$ cat src/rtl/gpio_bank_pkg.sv
package gpio_bank_pkg;
  localparam int REG_SPAN_BITS = 5;

  typedef enum logic [2:0] {
    SEL_DOUT  = 3'd0,
    SEL_DIR   = 3'd1,
    SEL_BLINK = 3'd2,
    SEL_POL   = 3'd3,
    SEL_DIN   = 3'd4,
    SEL_CAUSE = 3'd5,
    SEL_EMASK = 3'd6,
    SEL_LMASK = 3'd7
  } reg_sel_e;
endpackage

$ cat src/rtl/gpio_in_cond.sv
module gpio_in_cond #(
  parameter int W = 32
) (
  input  logic         clk,
  input  logic         rst,
  input  logic [W-1:0] raw,
  input  logic [W-1:0] invert,
  output logic [W-1:0] level,
  output logic [W-1:0] rise
);
  logic [W-1:0] meta_q, sync_q, prev_q;

  always_ff @(posedge clk) begin
    if (rst) begin
      meta_q <= '0;
      sync_q <= '0;
      prev_q <= '0;
    end else begin
      meta_q <= raw;
      sync_q <= meta_q;
      prev_q <= level;
    end
  end

  assign level = sync_q ^ invert;
  assign rise  = level & ~prev_q;
endmodule

$ cat src/rtl/gpio_blink_timer.sv
module gpio_blink_timer #(
  parameter int BW = 24
) (
  input  logic clk,
  input  logic rst,
  output logic phase
);
  logic [BW-1:0] cnt_q;

  always_ff @(posedge clk) begin
    if (rst) cnt_q <= '0;
    else     cnt_q <= cnt_q + 1'b1;
  end

  assign phase = cnt_q[BW-1];
endmodule

$ cat src/rtl/gpio_irq_merge.sv
module gpio_irq_merge #(
  parameter int W = 32,
  parameter int G = 8,
  localparam int NG = W / G
) (
  input  logic          clk,
  input  logic          rst,
  input  logic [W-1:0]  pending,
  input  logic [W-1:0]  enable,
  output logic [NG-1:0] line
);
  logic [W-1:0] live;
  assign live = pending & enable;

  for (genvar g = 0; g < NG; g++) begin : g_line
    always_ff @(posedge clk) begin
      if (rst) line[g] <= 1'b0;
      else     line[g] <= |live[g*G +: G];
    end
  end
endmodule

$ cat src/rtl/gpio_bank.sv
module gpio_bank
  import gpio_bank_pkg::*;
#(
  parameter int DATA_W  = 32,
  parameter int GROUP_W = 8,
  parameter int ADDR_W  = 6,
  parameter int BLINK_W = 24,
  localparam int NGRP   = DATA_W / GROUP_W
) (
  input  logic              clk,
  input  logic              rst,
  input  logic [ADDR_W-1:0] addr,
  input  logic              wr_en,
  input  logic [DATA_W-1:0] wr_data,
  output logic [DATA_W-1:0] rd_data,
  input  logic [DATA_W-1:0] pin_in,
  output logic [DATA_W-1:0] pin_out,
  output logic [DATA_W-1:0] pin_oe,
  output logic [NGRP-1:0]   irq
);
  logic [DATA_W-1:0] dout_q, dir_q, blink_q, pol_q, cause_q, emask_q, lmask_q;
  logic [DATA_W-1:0] din, rise, set_vec;
  logic              phase;
  logic              mapped, wr_hit;
  reg_sel_e          sel;

  assign mapped = (addr[ADDR_W-1:REG_SPAN_BITS] == '0) && (addr[1:0] == 2'b00);
  assign sel    = reg_sel_e'(addr[REG_SPAN_BITS-1:2]);
  assign wr_hit = wr_en && mapped;

  gpio_in_cond #(.W(DATA_W)) u_in (
    .clk(clk), .rst(rst), .raw(pin_in), .invert(pol_q),
    .level(din), .rise(rise)
  );

  gpio_blink_timer #(.BW(BLINK_W)) u_blink (
    .clk(clk), .rst(rst), .phase(phase)
  );

  assign set_vec = rise | (lmask_q & din);

  always_ff @(posedge clk) begin
    if (rst) begin
      dout_q  <= '0;
      dir_q   <= '1;
      blink_q <= '0;
      pol_q   <= '0;
      emask_q <= '0;
      lmask_q <= '0;
    end else if (wr_hit) begin
      case (sel)
        SEL_DOUT:  dout_q  <= wr_data;
        SEL_DIR:   dir_q   <= wr_data;
        SEL_BLINK: blink_q <= wr_data;
        SEL_POL:   pol_q   <= wr_data;
        SEL_EMASK: emask_q <= wr_data;
        SEL_LMASK: lmask_q <= wr_data;
        default: ;
      endcase
    end
  end

  always_ff @(posedge clk) begin
    if (rst)                            cause_q <= '0;
    else if (wr_hit && sel == SEL_CAUSE) cause_q <= (cause_q & wr_data) | set_vec;
    else                                cause_q <= cause_q | set_vec;
  end

  always_ff @(posedge clk) begin
    if (rst) begin
      pin_out <= '0;
      pin_oe  <= '0;
    end else begin
      pin_out <= ((dout_q & ~blink_q) | (dout_q & blink_q & {DATA_W{phase}})) & ~dir_q;
      pin_oe  <= ~dir_q;
    end
  end

  always_ff @(posedge clk) begin
    if (rst) rd_data <= '0;
    else if (!mapped) rd_data <= '0;
    else begin
      case (sel)
        SEL_DOUT:  rd_data <= dout_q;
        SEL_DIR:   rd_data <= dir_q;
        SEL_BLINK: rd_data <= blink_q;
        SEL_POL:   rd_data <= pol_q;
        SEL_DIN:   rd_data <= din;
        SEL_CAUSE: rd_data <= cause_q;
        SEL_EMASK: rd_data <= emask_q;
        default:   rd_data <= lmask_q;
      endcase
    end
  end

  gpio_irq_merge #(.W(DATA_W), .G(GROUP_W)) u_irq (
    .clk(clk), .rst(rst), .pending(cause_q), .enable(emask_q | lmask_q),
    .line(irq)
  );
endmodule

$ cat config.mk
export PLATFORM = sky130hd
export DESIGN_NAME = gpio_bank
export DESIGN_NICKNAME = d
export VERILOG_FILES = /design/src/rtl/gpio_bank_pkg.sv /design/src/rtl/gpio_in_cond.sv /design/src/rtl/gpio_blink_timer.sv /design/src/rtl/gpio_irq_merge.sv /design/src/rtl/gpio_bank.sv
export SDC_FILE = /design/constraint.sdc
export NUM_CORES = 1
export LEC_CHECK = 0
export ABC_AREA = 1
export ABC_CLOCK_PERIOD_IN_PS = 1500
export BUFFER_PORTS_ARGS = -buffer_cell sky130_fd_sc_hd__buf_2
export CAP_MARGIN = 5
export CORE_MARGIN = 4
export CORE_UTILIZATION = 50
export DETAILED_ROUTE_END_ITERATION = 8
export GPL_ROUTABILITY_DRIVEN = 0
export PLACE_DENSITY = 0.72
export SLEW_MARGIN = 0
export SYNTH_ARGS = -nofsm -noshare
export SYNTH_HDL_FRONTEND = slang
export SYNTH_HIERARCHICAL = 1
export SYNTH_SLANG_ARGS = --single-unit
$ cat constraint.sdc
create_clock -name clk -period 1.5 [get_ports clk]
set_input_delay 0.225 -clock clk [delete_from_list [all_inputs] [get_ports clk]]
set_output_delay 0.225 -clock clk [all_outputs]
set_load 0.05 [all_outputs]
== Word level (Yosys, flattened, before mapping) ==
Index checks and enable logic that the tools add are counted.
Word-level totals
  flip-flop bits (word level): 444
  input port bits: 73
  output and inout bits: 100
  word-level logic and storage cells: 63
Operators by class
  add/sub/neg operators: 1
  equality and inequality tests: 7
  mux-type cells: 2
  bitwise gates (word level): 19
  reduce and logical (&&, ||, !) cells: 16
Operators by type and width (number)
  $and 32x32->32: 8
  $pmux 32 s7: 1
  $or 32x32->32: 5
  $not 32->32: 3
  $mux 32: 1
  $reduce_or 8->1: 4
  $xor 32x32->32: 1
  $add 24x1->24 const B: 1
  $eq 3x3->1 const B: 4
  $reduce_and 2->1: 6
  $eq 3x2->1 const B: 2
  $eq 3x1->1 const B: 1
  $logic_and 1x1->1: 3
  $logic_not 3->1: 1
  $logic_not 2->1: 1
  $not 1->1: 2
  $reduce_or 2->1: 1

== Logic depth before layout (Yosys ltp) ==
Gate-level depths: netlist of the first run.
  word-level depth: 5
  depth in mapped cells: 8
  gate-level depth less buffers: 8

== Hierarchy ==
The synthesis of the first run kept the hierarchy.
Modules (own cells, without submodules)
  gpio_bank: times used 1, cells an instance 1840, area each 13584.3 µm², seq. area each 6406.1 µm²
  gpio_in_cond: times used 1, cells an instance 491, area each 3534.6 µm², seq. area each 1921.8 µm²
  gpio_blink_timer: times used 1, cells an instance 180, area each 1186.1 µm², seq. area each 480.5 µm²
  gpio_irq_merge: times used 1, cells an instance 64, area each 310.3 µm², seq. area each 80.1 µm²

== Worst setup path after synthesis of the first run ==
No wires, ideal clock.
  kind: reg2reg
  start: reg u_blink.cnt_q[0]
  end: reg u_blink.cnt_q[16]
  library setup time: 0.115 ns
  arrival time: 1.124 ns
  data required time: 1.385 ns
  path slack: 0.261 ns
  stages on the path, launching flop included: 9
  path buffers: 0
  cells stage by stage: dfxtp_1 -> ha_1 -> nand2_1 -> nor2_4 -> nand2_2 -> nor2_4 -> nand3_1 -> nand2_1 -> nor2_1
On the way
  cells in the longest elaborated chain, start to end: 1
RTL lines
  from (decl): line gpio_blink_timer.sv:8  | logic [BW-1:0] cnt_q;
  from (signal assigned): line gpio_blink_timer.sv:12  | else cnt_q <= cnt_q + 1'b1;
  $add 24x1->24: line gpio_blink_timer.sv:12
Every way passes these cells.
A chain may end at the register's enable or synchronous reset.

== Final worst setup path of the first run ==
  start: reg rd_data[23]
  end: out rd_data[23]
RTL lines
  from (decl): line gpio_bank.sv:15  | output logic [DATA_W-1:0] rd_data,
  from (signal assigned): line gpio_bank.sv:84  | SEL_DOUT: rd_data <= dout_q;
  from (signal assigned): line gpio_bank.sv:85  | SEL_DIR: rd_data <= dir_q;
  from (signal assigned): line gpio_bank.sv:86  | SEL_BLINK: rd_data <= blink_q;
No word-level cell between the ends.

==> flow_metrics.tcl, run 1 <==
set metrics [dict create \
    critical_path_class "register to primary output" \
    row_count 70 \
    final_cells 3307 \
    critPathMaxFanout 1 \
    drive_gt1_frac 0.1648 \
    holdWs_ns 0.02989 \
    finalSetupViolCount 0 \
    die_w_um 201.0 \
    root_buffer "clkbuf_16" \
    power_frac_clock 0.469 \
    worstRegToRegCells 8 \
    power.density_mw_per_mm2 1151 \
    synth.distinct_cells 28 \
    cpMaxStageDelayCell "dfxtp_1" \
    slew_headroom 0.4252 \
    end_kind "primary output" \
    finalClockSkew_ns 0.009831 \
    path_cells "buf_2" \
    cts_tree "built" \
    drtIter0Drc 1508 \
    cp_top_family "flip-flops" \
    antenna_found_initial 0 \
    syn_area_mm2 0.01862 \
    synthToLayoutAreaGrowth_pct 22.65 \
    finalCritPeriodShare 0.9737 \
    switching_share 0.2294 \
    syn_area_per_cell_um2 7.229 \
    drv_slew 0 \
    viasPerCell 5.461 \
    worst_slew_pin_slew_ns 0.8623 \
    cts_max_path_buffers 3 \
    power_mw 26.27 \
    required_ns 1.27 \
    power_switching_mw 6.027 \
    grt_pass1_wl_mm 90.36 \
    final_area_mm2 0.02283 \
    ys_warn_count 6 \
    clock_latency_ns 0.57 \
    grt_pass1_vias 17540 \
    dpl.cell_count 3165 \
    ff2ff_setup_slack_ns 0.12 \
    dpl.hpwl_mm 36.42 \
    dpl_cell_area_mm2 0.02060 \
    overflow 0 \
    min_period_ns 1.460 \
    core_mm2 0.03670 \
    cp_num_buf_inv 1 \
    r2r-end "u_blink/cnt_q[20]$_SDFF_PP0_" \
    dieHeight_um 201.0 \
    ys_seq_elements 444 \
    io_buffers 172 \
    crit_path_start "rd_data[23]$_SDFF_PP0_" \
    hold_path_class "input pin to register" \
    antenna_cells 0 \
    clk_pin_slew_ns 0.06 \
    hold_violations 0 \
    vias 18060 \
    crit_arrival_ns 1.24 \
    ant_nets 0 \
    htreeDepth 2 \
    cp-endpoint "rd_data[23]" \
    pwr-share-seq 0.462 \
    fmax_mhz 684.7 \
    routedWlPerCell_um 16.91 \
    ir_drop_uv 776.0 \
    grt_start_max_net_pins 74 \
    wirelength_mm 55.93 \
    yosysSeqAreaShare 0.4775 \
    internal_power_mw 20.25 \
    first_pass_iters 5 \
    drv_cap 0 \
    synth_fp_nets 2649 \
    fin_nets 2877 \
    cts_made_buffers 46 \
    start_kind "register" \
    status "finished clean" \
    share_comb_of_total_power 0.070 \
    cp_slowest_stage_delay_ns 0.38 \
    cp_num_cells 1 \
    cts_sinks 444 \
    holdPathStages 2 \
    total_leakage_power_nw 10.43 \
    start_util 0.5073 \
    ioPinCount 173 \
    synthCells 2575 \
    r2r-start "u_blink/cnt_q[0]$_SDFF_PP0_" \
    dieArea_mm2 0.04038 \
    post-route-drc-count 0 \
    grt.total_usage 0.2678 \
]
[power by group through the flow]
stage	Sequential [mW]	Clock [mW]	Combinational, mW
4_1_cts	12.1	12.5	1.80
5_1_grt	12.1	13.0	1.99
3_3_place_gp	12.4	0	1.65
3_5_place_dp	12.4	0	1.68
2_1_floorplan	12.4	0	0.925
6_report	12.1	12.3	1.83
[worst register-to-register path, delay by kind of cell (launching register included)]
kind | cells | cell delay [ns]
AND/OR/NAND/NOR | 7 | 0.73
flip-flops | 1 | 0.35
adder cells (fa/ha/maj) | 1 | 0.19
[final cells by class]
cell class	instances	area (µm²)
well taps	468	585.6
repair buffers	345	2789
flip-flops and latches	444	8889
clock buffers	62	1325
multi-input cells	1688	7879
clock inverters	22	319.1
fillers	3221	13870
inverters	278	1046
[cells in the final DEF (no fill, tap or decap), types with 2 or more instances in the layout]
cell type	instances
a21oi_1	175
buf_12	38
buf_2	170
buf_4	79
bufinv_16	8
clkbuf_1	8
clkbuf_16	49
clkbuf_8	6
clkinv_2	11
clkinvlp_4	2
dfxtp_1	444
dlygate4sd3_1	57
inv_1	272
inv_2	4
nand2_1	383
nand2_2	3
nand3_1	76
nand3_2	4
nand3_4	2
nand4_1	97
nor2_1	429
nor2_4	23
nor3_1	162
o21a_1	2
o21ai_0	237
o21ai_1	22
or2_2	64
xor2_1	4
[timing repair]
action                     4_1_cts  5_1_grt
resized for setup                0        2
hold buffers                    57        0
buffers inserted                 0        1
hold endpoints to repair        84        0
setup endpoints to repair        0        4
[cell usage after synthesis]
library cell  count  area share
buf_2            52       0.014
xor2_1            4      0.0019
nor2_1          430       0.087
nand3_2           6      0.0032
nand3_1          76       0.020
nor3_1          162       0.044
inv_1           274       0.055
nand2_2           2     0.00067
a21oi_1         175       0.047
ha_1              1     0.00067
or2_2            64       0.022
nor2_4           19       0.011
nor2_2            4      0.0013
buf_4             9      0.0036
o21ai_1          22      0.0059
buf_6            17       0.010
buf_8             1     0.00081
buf_1             8      0.0016
nand4_1          97       0.033
dfxtp_1         444        0.48
o21a_1            2     0.00081
or2_0             1     0.00034
nor4_2            1     0.00067
o21ai_0         237       0.064
inv_2             4     0.00081
clkbuf_2          3     0.00081
clkbuf_1         75       0.015
nand2_1         385       0.078
[layer usage]
layer	part of all wire	GRT usage
met3	0.083	0.04346
met5	0	0
met1	0.41	0.3458
met4	0.034	0.1118
met2	0.47	0.4475
[sequential cells by signal, summed over array words and instances, names as in the netlist]
name	flops
u_in/meta_q	32
pin_oe	32
dout_q	32
emask_q	32
u_in/sync_q	32
cause_q	32
u_irq/line	4
u_in/prev_q	32
dir_q	32
lmask_q	32
pol_q	32
rd_data	32
u_blink/cnt_q	24
blink_q	32
pin_out	32
[logic make-up (layout without fill, tap and decap cells)]
family	Yosys count	count (layout)	synth area share
AO/OA/AOI/OAI	436	436	0.1175
XOR/XNOR	4	4	0.001882
adder cells (fa/ha/maj)	1	1	0.0006720
buffers and inverters	443	707	0.1023
flip-flops	444	444	0.4775
AND/OR/NAND/NOR	1247	1247	0.3002
[worst min-delay path by stage]
stage | start | endpoint | slack, ns
after CTS | rst | u_in/meta_q[10]$_SDFF_PP0_ | 0.0004
after global placement | u_in/meta_q[18]$_SDFF_PP0_ | u_in/sync_q[18]$_SDFF_PP0_ | 0.39
final | rst | u_in/meta_q[10]$_SDFF_PP0_ | 0.03
after floorplan | rst | u_irq/line[0]$_SDFF_PP0_ | 0.29
after global routing | rst | u_in/meta_q[10]$_SDFF_PP0_ | 0.01
after detailed placement | u_in/meta_q[15]$_SDFF_PP0_ | u_in/sync_q[15]$_SDFF_PP0_ | 0.39
[stage by stage]
| step | utilization | TNS [ns] | setup slack [ns] |
|---|---|---|---|
| 2_1_floorplan | - | 0 | 0.2606 |
| 5_1_grt | 0.6222 | -0.001277 | -0.001277 |
| 3_3_place_gp | 0.5614 | -1.717 | -0.07193 |
| 4_1_cts | 0.6218 | 0 | 0.01220 |
| 3_5_place_dp | 0.5614 | -4.451 | -0.1228 |
| 6_report | 0.6222 | 0 | 0.03950 |
(Power assumes the default switching activity.)
==> run 2: changes to the inputs <==
--- a/config.mk
+++ b/config.mk
@@ -6,16 +6,14 @@
 export NUM_CORES = 1
 export LEC_CHECK = 0
 export ABC_AREA = 1
-export ABC_CLOCK_PERIOD_IN_PS = 1500
+export ABC_CLOCK_PERIOD_IN_PS = 1800
 export BUFFER_PORTS_ARGS = -buffer_cell sky130_fd_sc_hd__buf_2
 export CAP_MARGIN = 5
 export CORE_MARGIN = 4
 export CORE_UTILIZATION = 50
 export DETAILED_ROUTE_END_ITERATION = 8
-export GPL_ROUTABILITY_DRIVEN = 0
 export PLACE_DENSITY = 0.72
 export SLEW_MARGIN = 0
 export SYNTH_ARGS = -nofsm -noshare
 export SYNTH_HDL_FRONTEND = slang
-export SYNTH_HIERARCHICAL = 1
 export SYNTH_SLANG_ARGS = --single-unit
==> constraint.sdc (replaced) <==
create_clock -name clk -period 1.8 [get_ports clk]
set_input_delay 0.27 -clock clk [delete_from_list [all_inputs] [get_ports clk]]
set_output_delay 0.27 -clock clk [all_outputs]
set_load 0.05 [all_outputs]
==> run 2 against run 1 <==
Net effect:
- synthesized area decreased by 11%
- total power down 22%
- die area decreased by 11%
- non-clock buffer count shrank 76
- register-to-register slack better by 0.10 ns
- clock skew increased by 0.0031 ns
- largest cell class unchanged
==> flow_metrics.tcl, run 2 <==
set metrics [dict create \
    status "finished clean" \
    synth.distinct_cells 30 \
    postLayoutCoreUtil 0.6161 \
    cts_tree "built" \
    grt_setup_unrepaired "false" \
    grt_pass1_wl_mm 76.38 \
    grt.total_usage 0.2601 \
    wirelength_mm 47.88 \
    dpl.hpwl_mm 30.23 \
    synth_top_area_frac 0.5363 \
    total_leakage_power_nw 9.127 \
    fmax_mhz 633.0 \
    fillCellCount 2871 \
    layout_commonest_cell "dfxtp_1" \
    final_cells 2820 \
    synth_mux_area_frac 0 \
    cts_max_path_buffers 3 \
    synth_simple_gate_area_frac 0.1863 \
    vias 15010 \
    synth-xor-area-share 0.01797 \
    syn_area_per_cell_um2 7.716 \
    r2r-start "u_blink.cnt_q[3]$_SDFF_PP0_" \
    first_pass_iters 8 \
    root_buffer "clkbuf_16" \
    crit_arrival_ns 2.02 \
    grt_start_max_net_pins 79 \
    row_count 66 \
    grt_pass1_vias 14620 \
    drtIter0Drc 1473 \
    start_util 0.5081 \
    min_period_ns 1.580 \
    cpMaxStageDelayCell "dfxtp_1" \
    synthToLayoutAreaGrowth_pct 21.25 \
    end_kind "register" \
    dieArea_mm2 0.03612 \
    cts_made_buffers 44 \
    cts_sinks 444 \
    cp_top_family "simple AND/OR/NAND/NOR gates" \
    die_w_um 190.1 \
    finalClockSkew_ns 0.01297 \
    routedWlPerCell_um 16.98 \
    synth_edf_count 0 \
    hold_path_class "input pin to register" \
    synth_top_family_by_area "simple AND/OR/NAND/NOR gates" \
    synthCells 2148 \
    path_cells "nand2_1 > nor2_1 > nand2_1 > nor2_2 > nand2_1 > o21ai_1 > nor2_1" \
    crit_path_start "u_blink.cnt_q[3]$_SDFF_PP0_" \
    synthAdderAreaFrac 0.0007549 \
    viasPerCell 5.323 \
    finalCritPeriodShare 0.8777 \
    htreeDepth 2 \
    clock_latency_ns 0.54 \
    finalSetupViolCount 0 \
    synthArstFlopShare 0 \
    ir_drop_uv 653.9 \
    yosys_most_used_dff "dfxtp_1" \
    postCtsSetupBuffers 0 \
    synth-compound-area-share 0.1805 \
    ant_nets 0 \
    critPathMaxFanout 7 \
    start_kind "register" \
    drv_slew 0 \
    place_congestion 0.8532 \
    hold_violations 0 \
    synth_fp_nets 2222 \
    io_buffers 172 \
    cp_num_buf_inv 0 \
    post-route-drc-count 0 \
    dieHeight_um 190.1 \
    ys_top_cells_by_count "444 x dfxtp_1, 429 x nand2_1, 272 x o21ai_0" \
    final_cell_mix "444 x dfxtp_1, 429 x nand2_1, 272 x o21ai_0" \
    worstHoldStart "rst" \
    cp_slowest_stage_delay_ns 0.43 \
    ys_seq_elements 444 \
    critical_path_class "register to register" \
    ys_warn_count 0 \
    power.density_mw_per_mm2 1019 \
    setup_tns_ns 0 \
    ioPinCount 173 \
    drv_cap 0 \
    synth.most_common_cell "dfxtp_1" \
    antenna_found_initial 2 \
    core_mm2 0.03262 \
    slew_headroom 0.7427 \
    yosysSeqAreaShare 0.5363 \
    syn_area_mm2 0.01657 \
    overflow 0 \
    required_ns 2.24 \
    synth_area_leader_cell "dfxtp_1" \
    fin_nets 2417 \
    worst_slew_pin_slew_ns 0.3859 \
    dpl.cell_count 2698 \
    drive_gt1_frac 0.1317 \
    crit_top_cell "nand2_1" \
    clk_pin_slew_ns 0.06 \
    synth_area_leaders "dfxtp_1 54%, nand2_1 9.7%, o21ai_0 8.2%" \
]
==> run 2: cell types whose count changed in the layout (fill, tap and decap cells not counted), sizes merged, moves of 28 or more <==
| cell | delta |
|---|---|
| nor2 | -215 |
| nor3 | -157 |
| a21oi | +85 |
| inv | -70 |
| or2 | -65 |
| buf | -59 |
| nand4 | -51 |
| nand3 | -45 |
| nand2 | +43 |
| xor2 | +29 |
| o21ai | +28 |
==> run 2: routing by layer <==
metal / vias up / wire, µm / part of all wire / track usage
met5: - / 0 / 0 / 0
met4: 0 / 1414 / 0.030 / 0.09377
met3: 112 / 3606 / 0.075 / 0.03394
met2: 657 / 22630 / 0.47 / 0.4376
met1: 6897 / 20230 / 0.42 / 0.3449
li1: 7346 / - / - / -
==> run 2: cell type report <==
cell class                      count  area [µm²]  share of cell area
Antenna cell                        2       5.005           0.0002491
Clock buffer                       71        1345             0.06693
Clock inverter                      8       128.9            0.006413
Inverter                          208       783.3             0.03898
Multi-Input combinational cell   1376        6419              0.3194
Sequential cell                   444        8889              0.4423
Tap cell                          442       553.0             0.02752
Timing Repair Buffer              269        1973             0.09819
==> run 2: worst paths after layout <==
check / endpoint / slack (ns) / depth (start not counted)
setup / recovery: u_blink.cnt_q[13]$_SDFF_PP0_ / 0.22 / 7
setup reg to reg: u_blink.cnt_q[13]$_SDFF_PP0_ / 0.22 / 7
hold / removal: u_in.prev_q[29]$_SDFF_PP0_ / 0.02 / 2
hold reg to reg: u_in.sync_q[10]$_SDFF_PP0_ / 0.40 / 2
==> run 2: logic make-up (layout without fill, tap and decap cells) <==
group,Yosys count,in the layout
AND/OR/NAND/NOR,760,760
adder cells (fa/ha/maj),1,1
other,0,2
buffers and inverters,328,556
XOR/XNOR,34,34
AO/OA/AOI/OAI,581,581
flip-flops,444,444
==> run 2: timing repair <==
action	CTS	global route
endpoints found under the setup margin	0	1
gates resized for setup	0	1
hold buffers	41	0
hold endpoints to repair	41	0
==> run 2: worst reg2reg max path: cells and delay by family, from the launching register on <==
family          cells  cell delay [ns]
compound gates      1             0.13
flops               1             0.43
simple gates        6             0.93
==> run 2: power breakdown <==
part	total, mW	internal (mW)	switching [mW]
Combinational	1.09	0.377	0.713
Sequential	10.1	10.0	0.0994
Clock	9.28	5.54	3.74
==> run 2: stage by stage <==
stage | power [mW] | area [µm²] | setup slack [ns] | hold WS, ns
floorplan | 10.90 | 16570 | 0.2734 | 0.3770
global placement | 11.31 | 18200 | 0.1330 | 0.3906
detailed placement | 11.32 | 18200 | 0.1547 | 0.3937
CTS | 20.58 | 20090 | 0.1758 | 0.005961
global route | 21.18 | 20090 | 0.03962 | 0.02352
finish | 20.48 | 20100 | 0.2201 | 0.02372
